### src/rtl/cam_port_pkg.sv
package cam_port_pkg;

  localparam int WR_N = 10;
  localparam int RD_N = 13;
  localparam int CODE_W = 3;

  // write strobe positions
  localparam int W_INSTR   = 0;
  localparam int W_ADDR    = 1;
  localparam int W_CTRL    = 2;
  localparam int W_SEGC    = 3;
  localparam int W_CMP     = 4;
  localparam int W_MASK1   = 5;
  localparam int W_MASK2   = 6;
  localparam int W_ARR_AT  = 7;
  localparam int W_ARR_NF  = 8;
  localparam int W_ARR_HPM = 9;

  // read strobe positions
  localparam int RD_ADDR    = 0;
  localparam int RD_CTRL    = 1;
  localparam int RD_SEGC    = 2;
  localparam int RD_NF      = 3;
  localparam int RD_STLO    = 4;
  localparam int RD_STHI    = 5;
  localparam int RD_PSRB    = 6;
  localparam int RD_PDRB    = 7;
  localparam int RD_CMP     = 8;
  localparam int RD_MASK1   = 9;
  localparam int RD_MASK2   = 10;
  localparam int RD_ARR_AT  = 11;
  localparam int RD_ARR_HPM = 12;

  // override target codes
  localparam logic [CODE_W-1:0] OV_ADDR = 3'd0;
  localparam logic [CODE_W-1:0] OV_CTRL = 3'd1;
  localparam logic [CODE_W-1:0] OV_SEGC = 3'd2;
  localparam logic [CODE_W-1:0] OV_NF   = 3'd3;
  localparam logic [CODE_W-1:0] OV_PS   = 3'd4;
  localparam logic [CODE_W-1:0] OV_PD   = 3'd5;

  // persistent source codes
  localparam logic [CODE_W-1:0] PS_CMP     = 3'd0;
  localparam logic [CODE_W-1:0] PS_MASK1   = 3'd1;
  localparam logic [CODE_W-1:0] PS_MASK2   = 3'd2;
  localparam logic [CODE_W-1:0] PS_ARR_AT  = 3'd3;
  localparam logic [CODE_W-1:0] PS_ARR_HPM = 3'd4;

  // persistent destination codes
  localparam logic [CODE_W-1:0] PD_CMP     = 3'd0;
  localparam logic [CODE_W-1:0] PD_MASK1   = 3'd1;
  localparam logic [CODE_W-1:0] PD_MASK2   = 3'd2;
  localparam logic [CODE_W-1:0] PD_ARR_AT  = 3'd3;
  localparam logic [CODE_W-1:0] PD_ARR_NF  = 3'd4;
  localparam logic [CODE_W-1:0] PD_ARR_HPM = 3'd5;

  typedef enum logic [1:0] {
    CYC_CW = 2'b00,
    CYC_CR = 2'b01,
    CYC_DW = 2'b10,
    CYC_DR = 2'b11
  } cyc_e;

endpackage

### src/rtl/cam_cycle_decode.sv
module cam_cycle_decode
  import cam_port_pkg::*;
(
  input  logic port_en_n,
  input  logic port_data,
  input  logic port_rd,
  output logic act,
  output cyc_e cyc,
  output logic cmd_cyc,
  output logic cmd_rd
);

  always_comb begin
    act = ~port_en_n;
    case ({port_data, port_rd})
      2'b00:   cyc = CYC_CW;
      2'b01:   cyc = CYC_CR;
      2'b10:   cyc = CYC_DW;
      default: cyc = CYC_DR;
    endcase
    cmd_cyc = act & ~port_data;
    cmd_rd  = act & ~port_data & port_rd;
  end

endmodule

### src/rtl/cam_cmd_track.sv
module cam_cmd_track
  import cam_port_pkg::*;
(
  input  logic              clk,
  input  logic              rst,
  input  logic              act,
  input  logic              cmd_cyc,
  input  logic              cmd_rd,
  input  logic              ovr_set,
  input  logic [CODE_W-1:0] ovr_tgt,
  input  logic              aflag_set,
  output logic              ovr_pend,
  output logic [CODE_W-1:0] ovr_code,
  output logic              aflag_pend,
  output logic              stat_hi
);

  logic ovr_ok;
  assign ovr_ok = ovr_set && (ovr_tgt <= OV_PD);

  // one-shot override: armed by the decoder, consumed by one command cycle
  always_ff @(posedge clk) begin
    if (rst) begin
      ovr_pend <= 1'b0;
      ovr_code <= OV_ADDR;
    end else if (ovr_ok) begin
      ovr_pend <= 1'b1;
      ovr_code <= ovr_tgt;
    end else if (cmd_cyc) begin
      ovr_pend <= 1'b0;
    end
  end

  // address-field flag: lives until the next enabled cycle
  always_ff @(posedge clk) begin
    if (rst)            aflag_pend <= 1'b0;
    else if (aflag_set) aflag_pend <= 1'b1;
    else if (act)       aflag_pend <= 1'b0;
  end

  // status half toggle: only a default low read arms the high half
  always_ff @(posedge clk) begin
    if (rst) stat_hi <= 1'b0;
    else     stat_hi <= cmd_rd && !ovr_pend && !stat_hi;
  end

endmodule

### src/rtl/cam_persist_sel.sv
module cam_persist_sel
  import cam_port_pkg::*;
(
  input  logic              clk,
  input  logic              rst,
  input  logic              psrc_set,
  input  logic [CODE_W-1:0] psrc_code,
  input  logic              pdst_set,
  input  logic [CODE_W-1:0] pdst_code,
  output logic [CODE_W-1:0] ps_q,
  output logic [CODE_W-1:0] pd_q
);

  always_ff @(posedge clk) begin
    if (rst)
      ps_q <= PS_CMP;
    else if (psrc_set && (psrc_code <= PS_ARR_HPM))
      ps_q <= psrc_code;
  end

  always_ff @(posedge clk) begin
    if (rst)
      pd_q <= PD_CMP;
    else if (pdst_set && (pdst_code <= PD_ARR_HPM))
      pd_q <= pdst_code;
  end

endmodule

### src/rtl/cam_strobe_gen.sv
module cam_strobe_gen
  import cam_port_pkg::*;
#(
  parameter int DW   = 16,
  parameter int ID_W = 8,
  parameter logic [ID_W-1:0] DEV_ID = 8'hA5
) (
  input  logic              clk,
  input  logic              rst,
  input  logic              act,
  input  cyc_e              cyc,
  input  logic              ovr_pend,
  input  logic [CODE_W-1:0] ovr_code,
  input  logic              aflag_pend,
  input  logic              stat_hi,
  input  logic [CODE_W-1:0] ps_q,
  input  logic [CODE_W-1:0] pd_q,
  output logic [WR_N-1:0]   wr_stb,
  output logic [RD_N-1:0]   rd_stb,
  output logic              bus_oe,
  output logic [DW-1:0]     sel_rdata
);

  logic [WR_N-1:0] wr_n;
  logic [RD_N-1:0] rd_n;
  logic [DW-1:0]   rb_n;

  always_comb begin
    wr_n = '0;
    rd_n = '0;
    rb_n = '0;
    if (act) begin
      case (cyc)
        CYC_CW: begin
          if (ovr_pend) begin
            case (ovr_code)
              OV_ADDR: wr_n[W_ADDR]  = 1'b1;
              OV_CTRL: wr_n[W_CTRL]  = 1'b1;
              OV_SEGC: wr_n[W_SEGC]  = 1'b1;
              default: wr_n[W_INSTR] = 1'b1;
            endcase
          end else if (aflag_pend) begin
            wr_n[W_ADDR] = 1'b1;
          end else begin
            wr_n[W_INSTR] = 1'b1;
          end
        end
        CYC_CR: begin
          if (ovr_pend) begin
            case (ovr_code)
              OV_ADDR: rd_n[RD_ADDR] = 1'b1;
              OV_CTRL: rd_n[RD_CTRL] = 1'b1;
              OV_SEGC: rd_n[RD_SEGC] = 1'b1;
              OV_NF:   rd_n[RD_NF]   = 1'b1;
              OV_PS: begin
                rd_n[RD_PSRB] = 1'b1;
                rb_n[CODE_W-1:0] = ps_q;
                rb_n[DW-1 -: ID_W] = DEV_ID;
              end
              OV_PD: begin
                rd_n[RD_PDRB] = 1'b1;
                rb_n[CODE_W-1:0] = pd_q;
              end
              default: rd_n[RD_STLO] = 1'b1;
            endcase
          end else if (stat_hi) begin
            rd_n[RD_STHI] = 1'b1;
          end else begin
            rd_n[RD_STLO] = 1'b1;
          end
        end
        CYC_DW: begin
          case (pd_q)
            PD_MASK1:   wr_n[W_MASK1]   = 1'b1;
            PD_MASK2:   wr_n[W_MASK2]   = 1'b1;
            PD_ARR_AT:  wr_n[W_ARR_AT]  = 1'b1;
            PD_ARR_NF:  wr_n[W_ARR_NF]  = 1'b1;
            PD_ARR_HPM: wr_n[W_ARR_HPM] = 1'b1;
            default:    wr_n[W_CMP]     = 1'b1;
          endcase
        end
        default: begin
          case (ps_q)
            PS_MASK1:   rd_n[RD_MASK1]   = 1'b1;
            PS_MASK2:   rd_n[RD_MASK2]   = 1'b1;
            PS_ARR_AT:  rd_n[RD_ARR_AT]  = 1'b1;
            PS_ARR_HPM: rd_n[RD_ARR_HPM] = 1'b1;
            default:    rd_n[RD_CMP]     = 1'b1;
          endcase
        end
      endcase
    end
  end

  always_ff @(posedge clk) begin
    if (rst) begin
      wr_stb    <= '0;
      rd_stb    <= '0;
      bus_oe    <= 1'b0;
      sel_rdata <= '0;
    end else begin
      wr_stb    <= wr_n;
      rd_stb    <= rd_n;
      bus_oe    <= act && ((cyc == CYC_CR) || (cyc == CYC_DR));
      sel_rdata <= rb_n;
    end
  end

endmodule

### src/rtl/cam_port_router.sv
module cam_port_router
  import cam_port_pkg::*;
#(
  parameter int DW   = 16,
  parameter int ID_W = 8,
  parameter logic [ID_W-1:0] DEV_ID = 8'hA5
) (
  input  logic              clk,
  input  logic              rst,
  input  logic              port_en_n,
  input  logic              port_data,
  input  logic              port_rd,
  input  logic              ovr_set,
  input  logic [CODE_W-1:0] ovr_tgt,
  input  logic              aflag_set,
  input  logic              psrc_set,
  input  logic [CODE_W-1:0] psrc_code,
  input  logic              pdst_set,
  input  logic [CODE_W-1:0] pdst_code,
  output logic [WR_N-1:0]   wr_stb,
  output logic [RD_N-1:0]   rd_stb,
  output logic              bus_oe,
  output logic [DW-1:0]     sel_rdata
);

  logic              act, cmd_cyc, cmd_rd;
  cyc_e              cyc;
  logic              ovr_pend, aflag_pend, stat_hi;
  logic [CODE_W-1:0] ovr_code, ps_q, pd_q;

  cam_cycle_decode u_dec (
    .port_en_n (port_en_n),
    .port_data (port_data),
    .port_rd   (port_rd),
    .act       (act),
    .cyc       (cyc),
    .cmd_cyc   (cmd_cyc),
    .cmd_rd    (cmd_rd)
  );

  cam_cmd_track u_trk (
    .clk        (clk),
    .rst        (rst),
    .act        (act),
    .cmd_cyc    (cmd_cyc),
    .cmd_rd     (cmd_rd),
    .ovr_set    (ovr_set),
    .ovr_tgt    (ovr_tgt),
    .aflag_set  (aflag_set),
    .ovr_pend   (ovr_pend),
    .ovr_code   (ovr_code),
    .aflag_pend (aflag_pend),
    .stat_hi    (stat_hi)
  );

  cam_persist_sel u_per (
    .clk       (clk),
    .rst       (rst),
    .psrc_set  (psrc_set),
    .psrc_code (psrc_code),
    .pdst_set  (pdst_set),
    .pdst_code (pdst_code),
    .ps_q      (ps_q),
    .pd_q      (pd_q)
  );

  cam_strobe_gen #(
    .DW     (DW),
    .ID_W   (ID_W),
    .DEV_ID (DEV_ID)
  ) u_stb (
    .clk        (clk),
    .rst        (rst),
    .act        (act),
    .cyc        (cyc),
    .ovr_pend   (ovr_pend),
    .ovr_code   (ovr_code),
    .aflag_pend (aflag_pend),
    .stat_hi    (stat_hi),
    .ps_q       (ps_q),
    .pd_q       (pd_q),
    .wr_stb     (wr_stb),
    .rd_stb     (rd_stb),
    .bus_oe     (bus_oe),
    .sel_rdata  (sel_rdata)
  );

endmodule

### config.mk
export PLATFORM = sky130hd
export DESIGN_NAME = cam_port_router
export DESIGN_NICKNAME = d
export VERILOG_FILES = /design/src/rtl/cam_port_pkg.sv /design/src/rtl/cam_cycle_decode.sv /design/src/rtl/cam_cmd_track.sv /design/src/rtl/cam_persist_sel.sv /design/src/rtl/cam_strobe_gen.sv /design/src/rtl/cam_port_router.sv
export SDC_FILE = /design/constraint.sdc
export NUM_CORES = 1
export LEC_CHECK = 0
export CAP_MARGIN = 0
export CELL_PAD_IN_SITES_DETAIL_PLACEMENT = 0
export CELL_PAD_IN_SITES_GLOBAL_PLACEMENT = 1
export CORE_UTILIZATION = 32
export DETAILED_ROUTE_END_ITERATION = 10
export PLACE_DENSITY = 0.85
export SYNTH_ARGS = -nofsm -noshare
export SYNTH_HDL_FRONTEND = slang
export SYNTH_SLANG_ARGS = --single-unit
### constraint.sdc
create_clock -name clk -period 1.6 [get_ports clk]
set_clock_uncertainty 0.1 [all_clocks]
set_input_delay 0.32 -clock clk [delete_from_list [all_inputs] [get_ports clk]]
set_output_delay 0.32 -clock clk [all_outputs]
set_load 0.005 [all_outputs]
Word-level counts from Yosys, hierarchy flattened
Cells that the tools add are included.
{"block": "op_classes", "order_cmp": 3, "eq_ne": 20, "muxes": 32, "n_bitwise": 8, "reduce_logical": 24}
{"op": "1-bit 2-to-1 mux", "count": 28}
{"op": "3-bit by 2-bit equality test with 1-bit output (second input constant)", "count": 6}
{"op": "4-bit OR reduction", "count": 4}
{"op": "3-bit equality test (second input constant)", "count": 5}
{"op": "3-bit OR reduction", "count": 4}
{"op": "5-bit OR reduction", "count": 2}
{"op": "3-bit by 1-bit equality test with 1-bit output (second input constant)", "count": 3}
{"op": "3-bit <= comparator (second input constant)", "count": 3}
{"op": "8-bit 2-to-1 mux", "count": 1}
{"op": "2-bit equality test (second input constant)", "count": 3}
{"op": "1-bit logical AND", "count": 6}
{"op": "1-bit inverter", "count": 6}
{"op": "2-bit case mux with 3 select lines", "count": 1}
{"op": "3-bit case mux with 2 select lines", "count": 1}
{"op": "6-bit OR reduction", "count": 1}
{"op": "2-bit by 1-bit equality test with 1-bit output (second input constant)", "count": 2}
{"op": "2-bit zero test", "count": 2}
{"op": "3-bit zero test", "count": 1}
{"op": "1-bit AND", "count": 2}
{"op": "1-bit zero test", "count": 2}
{"op": "2-bit 2-to-1 mux", "count": 1}
{"op": "2-bit by 1-bit != test with 1-bit output (second input constant)", "count": 1}
{"op": "2-bit nonzero test", "count": 1}
{"op": "1-bit logical OR", "count": 1}
{"block": "word_totals", "reg_bits": 52, "output_inout_bits": 40, "wordCells": 103}

Longest topological paths before layout
Gate-level depths: netlist (run 1).
{"block": "depth", "ltp_word": 5, "mapped_depth": 4, "mapped_depth_nobuf": 2}

Cells and area by module
Synthesis (run 1) repeated with hierarchy kept, for this count alone.
{"block": "unflattened", "hier_cells": 159, "hier_area_um2": 1611.5}
{"mod": "cam_strobe_gen", "instances": 1, "cells_per_inst": 106, "area_per_inst_um2": 1064.8, "seq_area_each_um2": 540.5}
{"mod": "cam_persist_sel", "instances": 1, "cells_per_inst": 27, "area_per_inst_um2": 277.8, "seq_area_each_um2": 120.1}
{"mod": "cam_cmd_track", "instances": 1, "cells_per_inst": 21, "area_per_inst_um2": 241.5, "seq_area_each_um2": 120.1}
{"mod": "cam_cycle_decode", "instances": 1, "cells_per_inst": 5, "area_per_inst_um2": 27.5, "seq_area_each_um2": 0.0}

Worst setup path after synthesis (run 1)
No wires, ideal clock.
{"block": "synth_timing", "path_type": "in2reg", "start": "input port_data", "end": "register u_stb.sel_rdata[0]", "arrival_ns": 1.222, "setup_slack_ns": 0.200, "cell_stages": 4, "cell_sequence": "buf_6 or4b_4 buf_6 nor3_1"}
{"block": "synth_via", "elab_chain_cells": 5}
{"element": "start, declared", "line": "cam_port_router.sv:11", "text": "input logic port_data,"}
{"element": "2-bit equality test, or another cell as far along", "line": "cam_cycle_decode.sv:15", "text": "case ({port_data, port_rd})"}
{"element": "2-bit case mux with 3 select lines *", "line": "cam_cycle_decode.sv:15"}
{"element": "2-bit by 1-bit equality test with 1-bit output *", "line": "cam_strobe_gen.sv:33", "text": "case (cyc)"}
{"element": "1-bit inverter (no line) *"}
{"element": "4-bit OR reduction (no line) *"}
{"element": "end signal, assigned", "line": "cam_strobe_gen.sv:105", "text": "sel_rdata <= rb_n;"}
{"element": "end, declared", "line": "cam_strobe_gen.sv:21", "text": "output logic [DW-1:0] sel_rdata"}
Mark *: on every way between the ends. The rest lies on a longest branch, timed or not.
A chain may end at the register's enable or synchronous reset.

Worst setup path after layout (run 1)
{"block": "layout_timing", "start": "input port_en_n", "end": "register u_stb.rd_stb[1]"}
{"block": "layout_via", "elab_chain_cells": 1}
{"element": "start, declared", "line": "cam_port_router.sv:10", "text": "input logic port_en_n,"}
{"element": "4-bit OR reduction (no line)"}
{"element": "end signal, assigned", "line": "cam_strobe_gen.sv:103", "text": "rd_stb <= rd_n;"}
{"element": "end, declared", "line": "cam_strobe_gen.sv:19", "text": "output logic [RD_N-1:0] rd_stb,"}
Every way passes these cells.

==> results.toml, run 1 <==
[outcome]
status = "complete, but fails checks"
violations = "design-rule violations"

[floorplan]
core_area_sq_um = 4440
rows = 24
die_w_um = 70.6
start_util_pct = 33.9
die_y_um = 70.6
dieArea_sq_um = 4990
io_pins = 58

[timing]
hold_viol = 0
holdWs_ns = 0.340
fin_tns_setup_ns = 0
fin_crit_sh_pct = 97.4
fin_crit_ns = 1.56
finalSetupViolCount = 0
max_freq_mhz = 642
timing.final.ws_setup_ns = 0.0419
rsz0062_at_grt = "false"
finalMaxSlewViolations = 0

[pwr]
combPwrFrac_pct = 9.3
ir_drop_uv = 308
p_leak_nw = 0.870
pwr_density_cell_nw_per_um2 = 938
power_mw = 2.03
power.share.clock_pct = 40.9
p_int_mw = 1.60
p_seq_share_pct = 49.8
netSwitchingFraction_pct = 21.1
switchingPower_uw = 429

[setup_path]
critPathKind = "primary input to flop"
crit_required_ns = 1.69
rr_startpoint = "u_trk.ovr_code[1]"
crit_fanout = 6
start_kind = "primary input"
end_kind = "flop"
reg2reg_slack_ns = 0.31
rr_worst_depth = 2
reg2reg_to = "u_stb.rd_stb[0]"
cp.arrival_ns = 1.65

[clock_network]
path_clk_slew_ns = 0.07
cts_sinks = 39
cts_tree = "done"
cts_buffer_depth = 2
worstSkewPairLatency_ns = 0.29
h-tree-depth = 2
root_buffer = "clkbuf_8"
cts_buffers = 5

[yosys]
syn_avg_cell_area_sq_um = 10.2
synthesis.area_sq_um = 1510
synth_top_flop_cell = "dfxtp_1"
ys_ff_latch = 39
ys_top_cells_by_area = "dfxtp_1, buf_4, nand2b_1, mux2i_1, nor3_1"
async_reset_ff_share_pct = 0
synth_edf_count = 0
synth_commonest_cells = "dfxtp_1, buf_4, nand2b_1, nor3_1, nor4_1"
ys_types = 35
yosysSeqAreaShare_pct = 51.8
synth.most_common_cell = "dfxtp_1"
synth_cells = 147
ys_warn_count = 0
yosysTopAreaCell = "dfxtp_1"
synth_top_area_share_pct = 51.8

[flow_run]
drv_cap = 0

[routing]
antenna_left = 0
via_per_inst = 4.63
avgRoutedWirePerCell_um = 11.5
drt_wl_total_mm = 2.93
drc = 10
drt-initial-drc-count = 76
num_vias = 1176
dr.pass1.iters = 7

[grt]
grt_pass1_vias = 1052
antenna_found_initial = 0
grtUsageTotal_pct = 12.8
grt_max_degree = 13
grt-ovfl-total = 0
grt_pass1_wl_mm = 4.82

[placement]
place_ws_ns = -0.355
io_buffers = 48
dp_hpwl_mm = 2.29
finalWeightedCongestion = 0.743

[hold_path]
holdPathStages = 1
hold_path_end = "u_trk.stat_hi"
hp-start = "u_trk.stat_hi"
worstHoldPathType = "flop to flop"

[cells_and_area]
final_net_count = 219
diodes = 0
drive_gt1_share_pct = 14.4
area_growth_pct = 43.7
routing by layer:
metal	track usage [%]	routed length (um)
met5	0	0
met3	4.56	168
met1	15.2	1300
met2	20.6	1400
met4	6.67	68
registers in the layout, summed over array words and instances, names as in the netlist:
register and flops:
u_per.ps_q 3, u_trk.ovr_code 3, u_trk.ovr_pend 1, u_stb.rd_stb 13, u_per.pd_q 3, u_trk.stat_hi 1
u_stb.wr_stb 10, u_trk.aflag_pend 1, u_stb.bus_oe 1, u_stb.sel_rdata 3
power by group through the flow:
stage | sequential, mW | clock, mW | combinational (mW)
2_1_floorplan | 1.03 | 0 | 0.110
3_3_place_gp | 1.04 | 0 | 0.184
3_5_place_dp | 1.04 | 0 | 0.187
4_1_cts | 1.01 | 0.856 | 0.188
5_1_grt | 1.02 | 0.913 | 0.207
6_report | 1.01 | 0.830 | 0.188
cell usage in the layout, fill, tap and decap left out, drive strengths merged, types with 3 or more instances in the layout:
cell and count:
a21oi 5, nor4 8, mux2i 5, buf 10, nor2b 5, o211a 3
clkdlybuf4s50 44, nor4b 3, nand2 6, nor3 10, or4b 3, conb 9
clkbuf 6, dlymetal6s2s 3, nand2b 11, dfxtp 39, inv 7
layout make-up:
class | count | area, sq um
tap | 52 | 65.1
clock buffer | 6 | 82.6
sequential | 39 | 785
inverter | 7 | 26.3
multi-input combinational | 90 | 609
fill | 448 | 2280
timing repair buffer | 58 | 562
clock inverter | 2 | 35.0
cells by family after synthesis:
| kind of cell | share of synthesized area, % |
|---|---|
| and+or+nand+nor | 25.2 |
| DFF | 51.8 |
| muxes | 3.32 |
| buffers and inverters | 10.7 |
| AOI/OAI and AO/OA | 8.72 |
| other | 0.249 |
worst max path at each step:
stage	startpoint	to	slack, ns
2_1_floorplan	port_data	u_stb.sel_rdata[0]	0.20
3_3_place_gp	port_data	u_stb.wr_stb[8]	-0.30
3_5_place_dp	port_en_n	u_stb.wr_stb[8]	-0.35
4_1_cts	u_stb.rd_stb[6]	sel_rdata[10]	0.003
5_1_grt	u_stb.rd_stb[6]	sel_rdata[13]	0.0005
6_report	port_en_n	u_stb.rd_stb[1]	0.04
metrics by stage:
step           cells  utilization [%]  area [sq um]
3_5_place_dp     245             45.3          2010
6_report         254             48.7          2160
5_1_grt          254             48.7          2160
3_3_place_gp     245             45.3          2010
2_1_floorplan    155                -          1540
4_1_cts          253             48.1          2140
worst max-delay path, stage by stage:
cell             delay [ns]
clkdlybuf4s50_1        0.49
or3b_2                 0.56
nor4_1                 0.28
what timing repair did:
| action | CTS | global route |
|---|---|---|
| hold endpoints to repair | 0 | 0 |
| endpoints found under the setup margin | 6 | 6 |
| resized for setup | 3 | 6 |
| setup buffers | 0 | 1 |
| hold buffers | 0 | 0 |
| pin swaps | 0 | 1 |
Power figures use the tool's default switching activity.
==> inputs of run 2 (changes only) <==
--- a/config.mk
+++ b/config.mk
@@ -11,6 +11,7 @@
 export CORE_UTILIZATION = 32
 export DETAILED_ROUTE_END_ITERATION = 10
 export PLACE_DENSITY = 0.85
+export SETUP_SLACK_MARGIN = 0.15
 export SYNTH_ARGS = -nofsm -noshare
 export SYNTH_HDL_FRONTEND = slang
 export SYNTH_SLANG_ARGS = --single-unit
==> run 2 against run 1 <==
The flow still finishes with violations (design-rule violations). Sequential power is essentially flat. Hold slack lost 0.0016 ns. Utilization shrank 1.2 points. Power shrank 0.41%. Critical path type is now flop to output pin. Highest routed layer unchanged. Via count is the same. Final cell count is the same. Design area shrank 2.5%. Sequential share of layout area grew 0.86 points. Clock power is essentially flat.
==> results.toml, run 2 (same netlist as run 1, synthesis figures left out) <==
[outcome]
status = "complete, but fails checks"
violations = "design-rule violations"

[placement]
place_ws_ns = -0.355
dp_hpwl_mm = 2.29
io_buffers = 48
finalWeightedCongestion = 0.743

[floorplan]
die_y_um = 70.6
core_area_sq_um = 4440
io_pins = 58
dieArea_sq_um = 4990
rows = 24
die_w_um = 70.6
start_util_pct = 33.9

[pwr]
p_leak_nw = 0.965
p_int_mw = 1.60
pwr_density_cell_nw_per_um2 = 958
ir_drop_uv = 308
combPwrFrac_pct = 8.9
netSwitchingFraction_pct = 21.1
p_seq_share_pct = 50.1
switchingPower_uw = 426
power.share.clock_pct = 41.0

[grt]
grt_pass1_wl_mm = 4.78
antenna_found_initial = 0
grtUsageTotal_pct = 12.8
grt_max_degree = 13
grt-ovfl-total = 0
grt_pass1_vias = 1034

[hold_path]
worstHoldPathType = "flop to flop"
hp-start = "u_trk.stat_hi"
hold_path_end = "u_trk.stat_hi"
holdPathStages = 1

[routing]
via_per_inst = 4.63
drc = 10
drt-initial-drc-count = 60
drt_wl_total_mm = 2.93
avgRoutedWirePerCell_um = 11.5
antenna_left = 0
dr.pass1.iters = 7
num_vias = 1176

[setup_path]
critPathKind = "flop to output pin"
crit_fanout = 4
crit_required_ns = 1.18
end_kind = "output pin"
reg2reg_slack_ns = 0.30
worstPathCellList = "buf_4 > clkdlybuf4s15_1"
slowest_delay_ns = 0.33
crit_family = "flip-flops"
cp.arrival_ns = 0.95
rr_startpoint = "u_trk.ovr_code[1]"
crit_buf_inv = 2
start_kind = "flop"
rr_worst_depth = 2
crit_slowest_cell = "dfxtp_2"
reg2reg_to = "u_stb.rd_stb[0]"

[clock_network]
cts_sinks = 39
cts_tree = "done"
h-tree-depth = 2
worstSkewPairLatency_ns = 0.29
cts_buffer_depth = 2
cts_buffers = 5
cts_hold_buf = 0
path_clk_slew_ns = 0.07
root_buffer = "clkbuf_8"

[timing]
fin_crit_ns = 1.37
holdWs_ns = 0.338
rsz0062_at_grt = "false"
timing.final.ws_setup_ns = 0.235
fin_crit_sh_pct = 85.3
max_freq_mhz = 732
hold_viol = 0
finalSetupViolCount = 0
finalMaxSlewViolations = 0

[flow_run]
drv_cap = 0

[cells_and_area]
final_common_cell = "dfxtp_1"
final_cell_mix = "dfxtp_1, dlygate4sd2_1, clkdlybuf4s50_1"
final_net_count = 219
drive_gt1_share_pct = 14.4
regMostFlops = "u_stb.rd_stb"
top_regs = "u_stb.rd_stb x13, u_stb.wr_stb x10"
largest_reg_flops = 13
diodes = 0
area_growth_pct = 40.1
## run 2: cell count changes in the layout (fill, tap and decap cells not counted), sizes merged
cell and delta:
clkdlybuf4s50 -31, clkdlybuf4s15 +2, dlymetal6s2s -3, dlygate4sd2 +32
## run 2: worst max path at each step
stage                         endpoint            start  slack (ns)  depth (start not counted)
detailed placement     u_stb.wr_stb[8]        port_en_n       -0.35                          3
global route                 rd_stb[6]  u_stb.rd_stb[6]        0.18                          2
global placement       u_stb.wr_stb[8]        port_data       -0.30                          3
floorplan           u_stb.sel_rdata[0]        port_data        0.20                          4
CTS                          rd_stb[6]  u_stb.rd_stb[6]        0.16                          2
finish                       rd_stb[6]  u_stb.rd_stb[6]        0.23                          2
## run 2: per-stage QoR
stage               std cells  util, %  setup TNS [ns]  total power, mW  instance area, sq um
floorplan                 155        -               0             1.14                  1540
global placement          245     45.3           -4.76             1.22                  2010
detailed placement        245     45.3           -5.32             1.22                  2010
CTS                       254     47.3               0             2.05                  2100
global route              254     47.5               0             2.13                  2110
finish                    254     47.5               0             2.02                  2110
## run 2: power groups by stage
stage               sequential [mW]  clock [mW]  combinational (mW)
global placement               1.04           0               0.184
global route                   1.02       0.913               0.199
finish                         1.01       0.828               0.180
detailed placement             1.04           0               0.187
floorplan                      1.03           0               0.110
CTS                            1.01       0.856               0.180
## run 2: what timing repair did
action / CTS / global route
buffers inserted: 1 / 0
endpoints found under the setup margin: 50 / 3
pin swaps: 2 / 0
gates resized for setup: 38 / 3
## run 2: layout make-up
| class | instances | area (sq um) |
|---|---|---|
| Tap cell | 52 | 65.1 |
| Timing Repair Buffer | 58 | 514 |
| Clock inverter | 2 | 35.0 |
| Fill cell | 462 | 2330 |
| Inverter | 7 | 26.3 |
| Clock buffer | 6 | 82.6 |
| Sequential cell | 39 | 783 |
| Multi-Input combinational cell | 90 | 604 |
## run 2: routing by layer
| metal | wire [um] | up-vias | global-route usage, % |
|---|---|---|---|
| met3 | 177 | 5 | 4.56 |
| li1 | - | 604 | - |
| met2 | 1400 | 42 | 20.5 |
| met1 | 1280 | 525 | 15.1 |
| met5 | 0 | - | 0 |
| met4 | 68 | 0 | 6.67 |
## run 2: worst register-to-register path: cells and delay by family (launching register included)
kind,cells,cell delay (ns)
DFF,1,0.31
and+or+nand+nor,2,0.83
